File: src/rtl/pm_sci_pkg.sv
package pm_sci_pkg;
    localparam int IRQ_W   = 5;
    localparam int CODE_W  = 3;
    localparam int APIC_LO = 16;
    localparam int LOCK_BIT = 4;

    typedef struct packed {
        logic             legal;
        logic [IRQ_W-1:0] irq;
    } sel_t;

    function automatic sel_t sel_decode(input logic [CODE_W-1:0] code);
        sel_t r;
        r.legal = 1'b1;
        case (code)
            3'd0:    r.irq = IRQ_W'(9);
            3'd1:    r.irq = IRQ_W'(10);
            3'd2:    r.irq = IRQ_W'(11);
            3'd4:    r.irq = IRQ_W'(20);
            3'd5:    r.irq = IRQ_W'(21);
            default: begin
                r.legal = 1'b0;
                r.irq   = '0;
            end
        endcase
        return r;
    endfunction
endpackage

File: src/rtl/pm_sci_decode.sv
module pm_sci_decode
    import pm_sci_pkg::*;
(
    input  logic [CODE_W-1:0] code,
    output logic              legal,
    output logic [IRQ_W-1:0]  irq
);
    sel_t s;
    always_comb begin
        s     = sel_decode(code);
        legal = s.legal;
        irq   = s.irq;
    end
endmodule

File: src/rtl/pm_sci_router.sv
module pm_sci_router
    import pm_sci_pkg::*;
#(
    parameter logic [IRQ_W-1:0] RST_IRQ = IRQ_W'(9)
) (
    input  logic             clk,
    input  logic             rst_n,
    input  logic             eval,
    input  logic             legal,
    input  logic [IRQ_W-1:0] new_irq,
    input  logic             sci_req,
    output logic [IRQ_W-1:0] tgt,
    output logic             line,
    output logic             err
);
    typedef struct packed {
        logic [IRQ_W-1:0] tgt;
        logic [IRQ_W-1:0] ptgt;
        logic             pend;
        logic             line;
        logic             err;
    } rt_t;

    rt_t st_d, st_q;
    logic [IRQ_W-1:0] cur;

    always_comb begin
        cur       = st_q.pend ? st_q.ptgt : st_q.tgt;
        st_d      = st_q;
        st_d.tgt  = cur;
        st_d.pend = 1'b0;
        st_d.line = sci_req;
        st_d.err  = eval && !legal;
        if (eval && legal && (new_irq != cur)) begin
            if (st_q.line) begin
                // release the old pin for one cycle, raise the new one next
                st_d.pend = 1'b1;
                st_d.ptgt = new_irq;
                st_d.line = 1'b0;
            end else begin
                st_d.tgt = new_irq;
            end
        end
    end

    always_ff @(posedge clk) begin
        if (!rst_n) begin
            st_q      <= '0;
            st_q.tgt  <= RST_IRQ;
            st_q.ptgt <= RST_IRQ;
        end else begin
            st_q <= st_d;
        end
    end

    assign tgt  = st_q.tgt;
    assign line = st_q.line;
    assign err  = st_q.err;
endmodule

File: src/rtl/pm_sci_lock.sv
module pm_sci_lock
    import pm_sci_pkg::*;
#(
    parameter int CTL_W = 16
) (
    input  logic               clk,
    input  logic               rst_n,
    input  logic               wr,
    input  logic [CTL_W/8-1:0] be,
    input  logic [CTL_W-1:0]   wdata,
    output logic [CTL_W-1:0]   ctl,
    output logic [CTL_W-1:0]   wmask,
    output logic               smi_wm0
);
    localparam int NB = CTL_W / 8;

    typedef struct packed {
        logic [CTL_W-1:0] ctl;
    } lk_t;

    lk_t st_d, st_q;
    logic [CTL_W-1:0] merged;

    always_comb begin
        wmask           = '1;
        wmask[LOCK_BIT] = !st_q.ctl[LOCK_BIT];
        merged          = (st_q.ctl & ~wmask) | (wdata & wmask);
        st_d            = st_q;
        if (wr) begin
            for (int b = 0; b < NB; b++) begin
                if (be[b]) st_d.ctl[b*8 +: 8] = merged[b*8 +: 8];
            end
        end
    end

    always_ff @(posedge clk) begin
        if (!rst_n) st_q <= '0;
        else        st_q <= st_d;
    end

    assign ctl     = st_q.ctl;
    assign smi_wm0 = !st_q.ctl[LOCK_BIT];
endmodule

File: src/rtl/pm_sci_ctl.sv
module pm_sci_ctl
    import pm_sci_pkg::*;
#(
    parameter int                ADDR_W    = 6,
    parameter logic [ADDR_W-1:0] BASE_IDX  = 6'h10,
    parameter logic [ADDR_W-1:0] ACPI_IDX  = 6'h11,
    parameter logic [ADDR_W-1:0] PMCON_IDX = 6'h28,
    parameter logic [31:0]       BASE_MASK = 32'h0000_FF80,
    parameter logic [31:0]       BASE_RST  = 32'h0000_0001,
    parameter logic [7:0]        ACPI_RST  = 8'h00,
    parameter int                EN_BIT    = 7
) (
    input  logic              clk,
    input  logic              rst_n,
    input  logic              cfg_we,
    input  logic [ADDR_W-1:0] cfg_idx,
    input  logic [3:0]        cfg_be,
    input  logic [31:0]       cfg_wdata,
    input  logic              sci_req,
    output logic [31:0]       pm_base,
    output logic [IRQ_W-1:0]  sci_irq,
    output logic              sci_level,
    output logic              sci_apic,
    output logic              sel_err,
    output logic [15:0]       pm_ctl,
    output logic [15:0]       pm_ctl_wmask,
    output logic              smi_en_wmask0
);
    localparam sel_t RST_SEL = sel_decode(ACPI_RST[CODE_W-1:0]);

    typedef struct packed {
        logic [31:0] base;
        logic [7:0]  acpi;
    } cfg_t;

    cfg_t cfg_d, cfg_q;
    logic hit_base, hit_acpi, eval;
    logic new_legal;
    logic [IRQ_W-1:0] new_irq;

    always_comb begin
        hit_base = cfg_we && (cfg_idx == BASE_IDX) && (|cfg_be);
        hit_acpi = cfg_we && (cfg_idx == ACPI_IDX) && cfg_be[0];
        eval     = hit_base || hit_acpi;
        cfg_d    = cfg_q;
        if (hit_base) begin
            for (int b = 0; b < 4; b++) begin
                if (cfg_be[b]) cfg_d.base[b*8 +: 8] = cfg_wdata[b*8 +: 8];
            end
        end
        if (hit_acpi) cfg_d.acpi = cfg_wdata[7:0];
    end

    always_ff @(posedge clk) begin
        if (!rst_n) begin
            cfg_q.base <= BASE_RST;
            cfg_q.acpi <= ACPI_RST;
        end else begin
            cfg_q <= cfg_d;
        end
    end

    pm_sci_decode u_dec (
        .code  (cfg_d.acpi[CODE_W-1:0]),
        .legal (new_legal),
        .irq   (new_irq)
    );

    pm_sci_router #(.RST_IRQ(RST_SEL.irq)) u_rt (
        .clk     (clk),
        .rst_n   (rst_n),
        .eval    (eval),
        .legal   (new_legal),
        .new_irq (new_irq),
        .sci_req (sci_req),
        .tgt     (sci_irq),
        .line    (sci_level),
        .err     (sel_err)
    );

    pm_sci_lock #(.CTL_W(16)) u_lk (
        .clk     (clk),
        .rst_n   (rst_n),
        .wr      (cfg_we && (cfg_idx == PMCON_IDX)),
        .be      (cfg_be[1:0]),
        .wdata   (cfg_wdata[15:0]),
        .ctl     (pm_ctl),
        .wmask   (pm_ctl_wmask),
        .smi_wm0 (smi_en_wmask0)
    );

    assign pm_base  = cfg_q.acpi[EN_BIT] ? (cfg_q.base & BASE_MASK) : '0;
    assign sci_apic = (sci_irq >= IRQ_W'(APIC_LO));
endmodule

File: config.mk
export PLATFORM = sky130hd
export DESIGN_NAME = pm_sci_ctl
export DESIGN_NICKNAME = d
export VERILOG_FILES = /design/src/rtl/pm_sci_pkg.sv /design/src/rtl/pm_sci_decode.sv /design/src/rtl/pm_sci_router.sv /design/src/rtl/pm_sci_lock.sv /design/src/rtl/pm_sci_ctl.sv
export SDC_FILE = /design/constraint.sdc
export NUM_CORES = 1
export LEC_CHECK = 0
export ABC_AREA = 1
export BUFFER_PORTS_ARGS = -buffer_cell sky130_fd_sc_hd__buf_2
export CORE_MARGIN = 3
export CORE_UTILIZATION = 42
export CTS_BUF_LIST = sky130_fd_sc_hd__clkbuf_16
export CTS_CLUSTER_DIAMETER = 80
export DETAILED_ROUTE_END_ITERATION = 10
export GPL_TIMING_DRIVEN = 0
export PLACE_DENSITY = 0.88
export SYNTH_ARGS = -nofsm -noshare
export SYNTH_HDL_FRONTEND = slang
export SYNTH_SLANG_ARGS = --single-unit
File: constraint.sdc
create_clock -name clk -period 1.7 [get_ports clk]
set_input_delay 0.085 -clock clk [delete_from_list [all_inputs] [get_ports clk]]
set_output_delay 0.085 -clock clk [all_outputs]
set_load 0.03 [all_outputs]
==> results.rst <==
.. list-table::
   :header-rows: 1

   * - Metric
     - Value
   * - Total number of vias
     - 2300
   * - CTS Root Cell
     - sky130_fd_sc_hd__clkbuf_16
   * - Shortest period the worst path allows
     - ~1600 ps
   * - Prevailing post-synth register cell
     - sky130_fd_sc_hd__dfxtp_1
   * - Placement Setup Slack
     - -188 ps
   * - Leading cell types by total area after synthesis
     - sky130_fd_sc_hd__dfxtp_1 34%, sky130_fd_sc_hd__buf_4 14%, sky130_fd_sc_hd__nand2_1 12%, sky130_fd_sc_hd__nand3_1 5.9%, sky130_fd_sc_hd__inv_1 5.0%
   * - Avg Synthesized Cell Area
     - 7.08 sq um
   * - Register bit count reported by yosys
     - 41
   * - Upper clock frequency limit
     - slightly above 0.6 GHz
   * - Cell type contributing the most total cell area after synthesis
     - sky130_fd_sc_hd__dfxtp_1
   * - Hold Path Class
     - in -> reg
   * - Grt ovf
     - 0
   * - Cell Pwr Density
     - ~720 nW/um^2
   * - Final weighted congestion of routability-driven global placement
     - about 0.85
   * - # clock sinks
     - just over 40
   * - Final setup fails
     - 0
   * - Commonest cells after routing, fill and taps aside
     - 67 x sky130_fd_sc_hd__nand2_1, 63 x sky130_fd_sc_hd__buf_2, 53 x sky130_fd_sc_hd__buf_4
   * - Die area
     - roughly 6600 sq um
   * - Core ar.
     - about 5300 sq um
   * - Chip height
     - ~80 um
   * - Relative slew slack
     - 62.4%
   * - Drt via density
     - roughly 4.4
   * - HPWL after detailed placement
     - roughly 4300 um
   * - Worst setup slack after layout
     - approximately 94 ps
   * - IR Drop Worst-Case VDD
     - 396 uV
   * - Clk buf depth
     - 2
   * - Critical Path Sink Type
     - flip-flop
   * - Crit-path max FO
     - 7
   * - Result of the run
     - finished clean
   * - I/O pins
     - 119
   * - Starting DRC count in detailed routing
     - 156
   * - Port-buffer cells
     - 63
   * - Summed instance area of the synthesized netlist
     - approximately 2400 sq um
   * - Layout Nets
     - between 400 and 500
   * - Area share of the leading cell type in the synthesized netlist
     - 34.4%
   * - Post-Route WL
     - about 5700 um
   * - Number of buffers inserted by hold repair at cts
     - 0
   * - Cell count after synthesis
     - about 340
   * - WL/cell
     - 10.9 um
   * - Number of global-route vias before repair
     - roughly 2100
   * - Hold Vio Cnt, Final
     - 0
   * - Worst Max-Slew Pin Slew
     - ~560 ps
   * - Fraction of the yosys area taken by sequential cells
     - about 34%
   * - Worst Skew
     - 5.16 ps
   * - Most common library cell in the layout ignoring fill and taps
     - sky130_fd_sc_hd__nand2_1
   * - Maximum number of pins on one net before global-route repair
     - 14
   * - Clock network latency to the later pin of the worst-skew pair
     - between 200 and 300 ps
   * - Number of enable flip-flop cells after synthesis
     - 0
   * - Clock transition at the registers of the reported paths
     - 60 ps
   * - Placement Rows
     - 26
   * - Leak pwr
     - roughly 1.8 nW
   * - Clock buffers created by TritonCTS
     - 5
   * - Clock tree from TritonCTS
     - built
   * - Global Route Usage Sum
     - between 10% and 20%
   * - Max-slew violation count
     - 0
   * - Data required time of the critical path
     - 1840 ps
   * - Crit share post-route
     - a little over nine tenths
   * - P&R area growth vs syn
     - 36.5%
   * - Maximum level of the CTS H-tree
     - 2
   * - X dimension of the die
     - roughly 80 um
   * - Number of inserted diodes
     - 0
   * - Share of layout cells above drive strength 1
     - 39.6%
   * - Signal arrival time at the worst endpoint
     - between 1500 and 2000 ps
   * - First-pass GRT wire length
     - between 9000 and 10000 um
   * - Number of antenna violations at the first check in global routing
     - 0
   * - Initial Utilization
     - between 40% and 50%
   * - Post-route antenna net violation count
     - 0
   * - Setup repair after global routing missed its margin
     - true
   * - Ys Warns
     - 0
   * - Fraction of registers with async set/reset
     - 0%
   * - DRC violations left
     - 0
   * - Number of optimization iterations in the first detailed-route pass
     - 4
   * - Unique cell type count in the Yosys netlist
     - 31
   * - Core utilization of the finished layout
     - between 60% and 70%
   * - Setup crit start kind
     - flip-flop
   * - Max capacitance violation total
     - 0
   * - Type of the setup path with the least slack
     - reg -> reg
[layout make-up]
type	instances	area, sq um
clock inverter	3	42.5
sequential	41	825
fill	483	2050
inverter	37	141
buffer	51	357
timing repair buffer	73	394
multi-input combinational	244	1280
tap	70	87.6
clock buffer	5	125
[metal layers]
metal  global-route usage [%]  up-vias  wire length, um
met1                     21.5      998             2510
met5                        0        -                0
li1                         -     1213                -
met4                     6.76        0               68
met2                     30.0       83             2710
met3                     2.44        6              415
[power breakdown]
| group | switching [mW] | total, mW | internal (mW) |
|---|---|---|---|
| Clock | 0.376 | 1.07 | 0.690 |
| Sequential | 0.00366 | 0.966 | 0.962 |
| Combinational | 0.207 | 0.311 | 0.104 |
[final timing paths]
check / from / end / slack, ps / cells past startpoint
setup reg to reg: u_rt.st_q[2]$_SDFF_PN0_ / u_rt.tgt[3]$_SDFF_PN1_ / 90 / 12
setup / recovery: u_rt.st_q[2]$_SDFF_PN0_ / u_rt.tgt[3]$_SDFF_PN1_ / 90 / 12
hold / removal: sci_req / u_rt.line$_SDFF_PN0_ / 20 / 3
hold reg to reg: u_lk.ctl[13]$_SDFFE_PN0P_ / u_lk.ctl[13]$_SDFFE_PN0P_ / 460 / 2
[worst max-delay path, stage by stage (launching register included)]
cell and delay (ps):
sky130_fd_sc_hd__dfxtp_4 380, sky130_fd_sc_hd__inv_4 40, sky130_fd_sc_hd__or2_4 220, sky130_fd_sc_hd__o21ai_2 70
sky130_fd_sc_hd__inv_2 80, sky130_fd_sc_hd__nand3_2 80, sky130_fd_sc_hd__nand3_2 90, sky130_fd_sc_hd__nor2_4 110
sky130_fd_sc_hd__nand2_4 100, sky130_fd_sc_hd__nand2_4 110, sky130_fd_sc_hd__inv_2 50, sky130_fd_sc_hd__nand2_2 60
sky130_fd_sc_hd__nand3_2 70
[repair_timing]
action	CTS	global route
pin swaps	3	9
resized for setup	5	28
setup endpoints to repair	11	26
setup buffers	6	4
[stage by stage]
step	std cells	TNS [ps]	hold slack [ps]	total power, mW	instance area [sq um]
global route	524	-132	54.0	2.41	3260
detailed placement	506	-2600	302	1.29	2920
finish	524	0	20.8	2.34	3260
floorplan	373	0	211	1.23	2520
CTS	520	0	16.8	2.35	3140
global placement	506	-1850	297	1.29	2920
[sequential cells by signal, summed over array words and instances (netlist names)]
register   count
u_rt.tgt       5
u_lk.ctl      16
cfg_q         13
u_rt.err       1
u_rt.line      1
u_rt.st_q      5
[synthesized netlist by cell type, types with 2 or more instances]
library cell	count
sky130_fd_sc_hd__nand2_1	74
sky130_fd_sc_hd__buf_4	44
sky130_fd_sc_hd__dfxtp_1	41
sky130_fd_sc_hd__inv_1	32
sky130_fd_sc_hd__nand3_1	28
sky130_fd_sc_hd__nor2_1	26
sky130_fd_sc_hd__a21oi_1	20
sky130_fd_sc_hd__o21ai_0	19
sky130_fd_sc_hd__nand2_2	10
sky130_fd_sc_hd__clkbuf_1	6
sky130_fd_sc_hd__nand2_4	6
sky130_fd_sc_hd__inv_2	5
sky130_fd_sc_hd__nor2_2	3
sky130_fd_sc_hd__conb_1	2
sky130_fd_sc_hd__nand3b_1	2
sky130_fd_sc_hd__nand4_1	2
sky130_fd_sc_hd__nor2_4	2
sky130_fd_sc_hd__or2_2	2
[logic make-up (layout without fill, tap and decap cells)]
group           after synthesis  count (layout)  share of synthesized area, %
flops                        41              41                          34.4
compound gates               44              44                          10.2
buf+inv                      88             169                          20.8
other cells                   2              38                         0.315
simple gates                162             162                          34.3
Note: power is estimated with default switching activity, not from simulation.
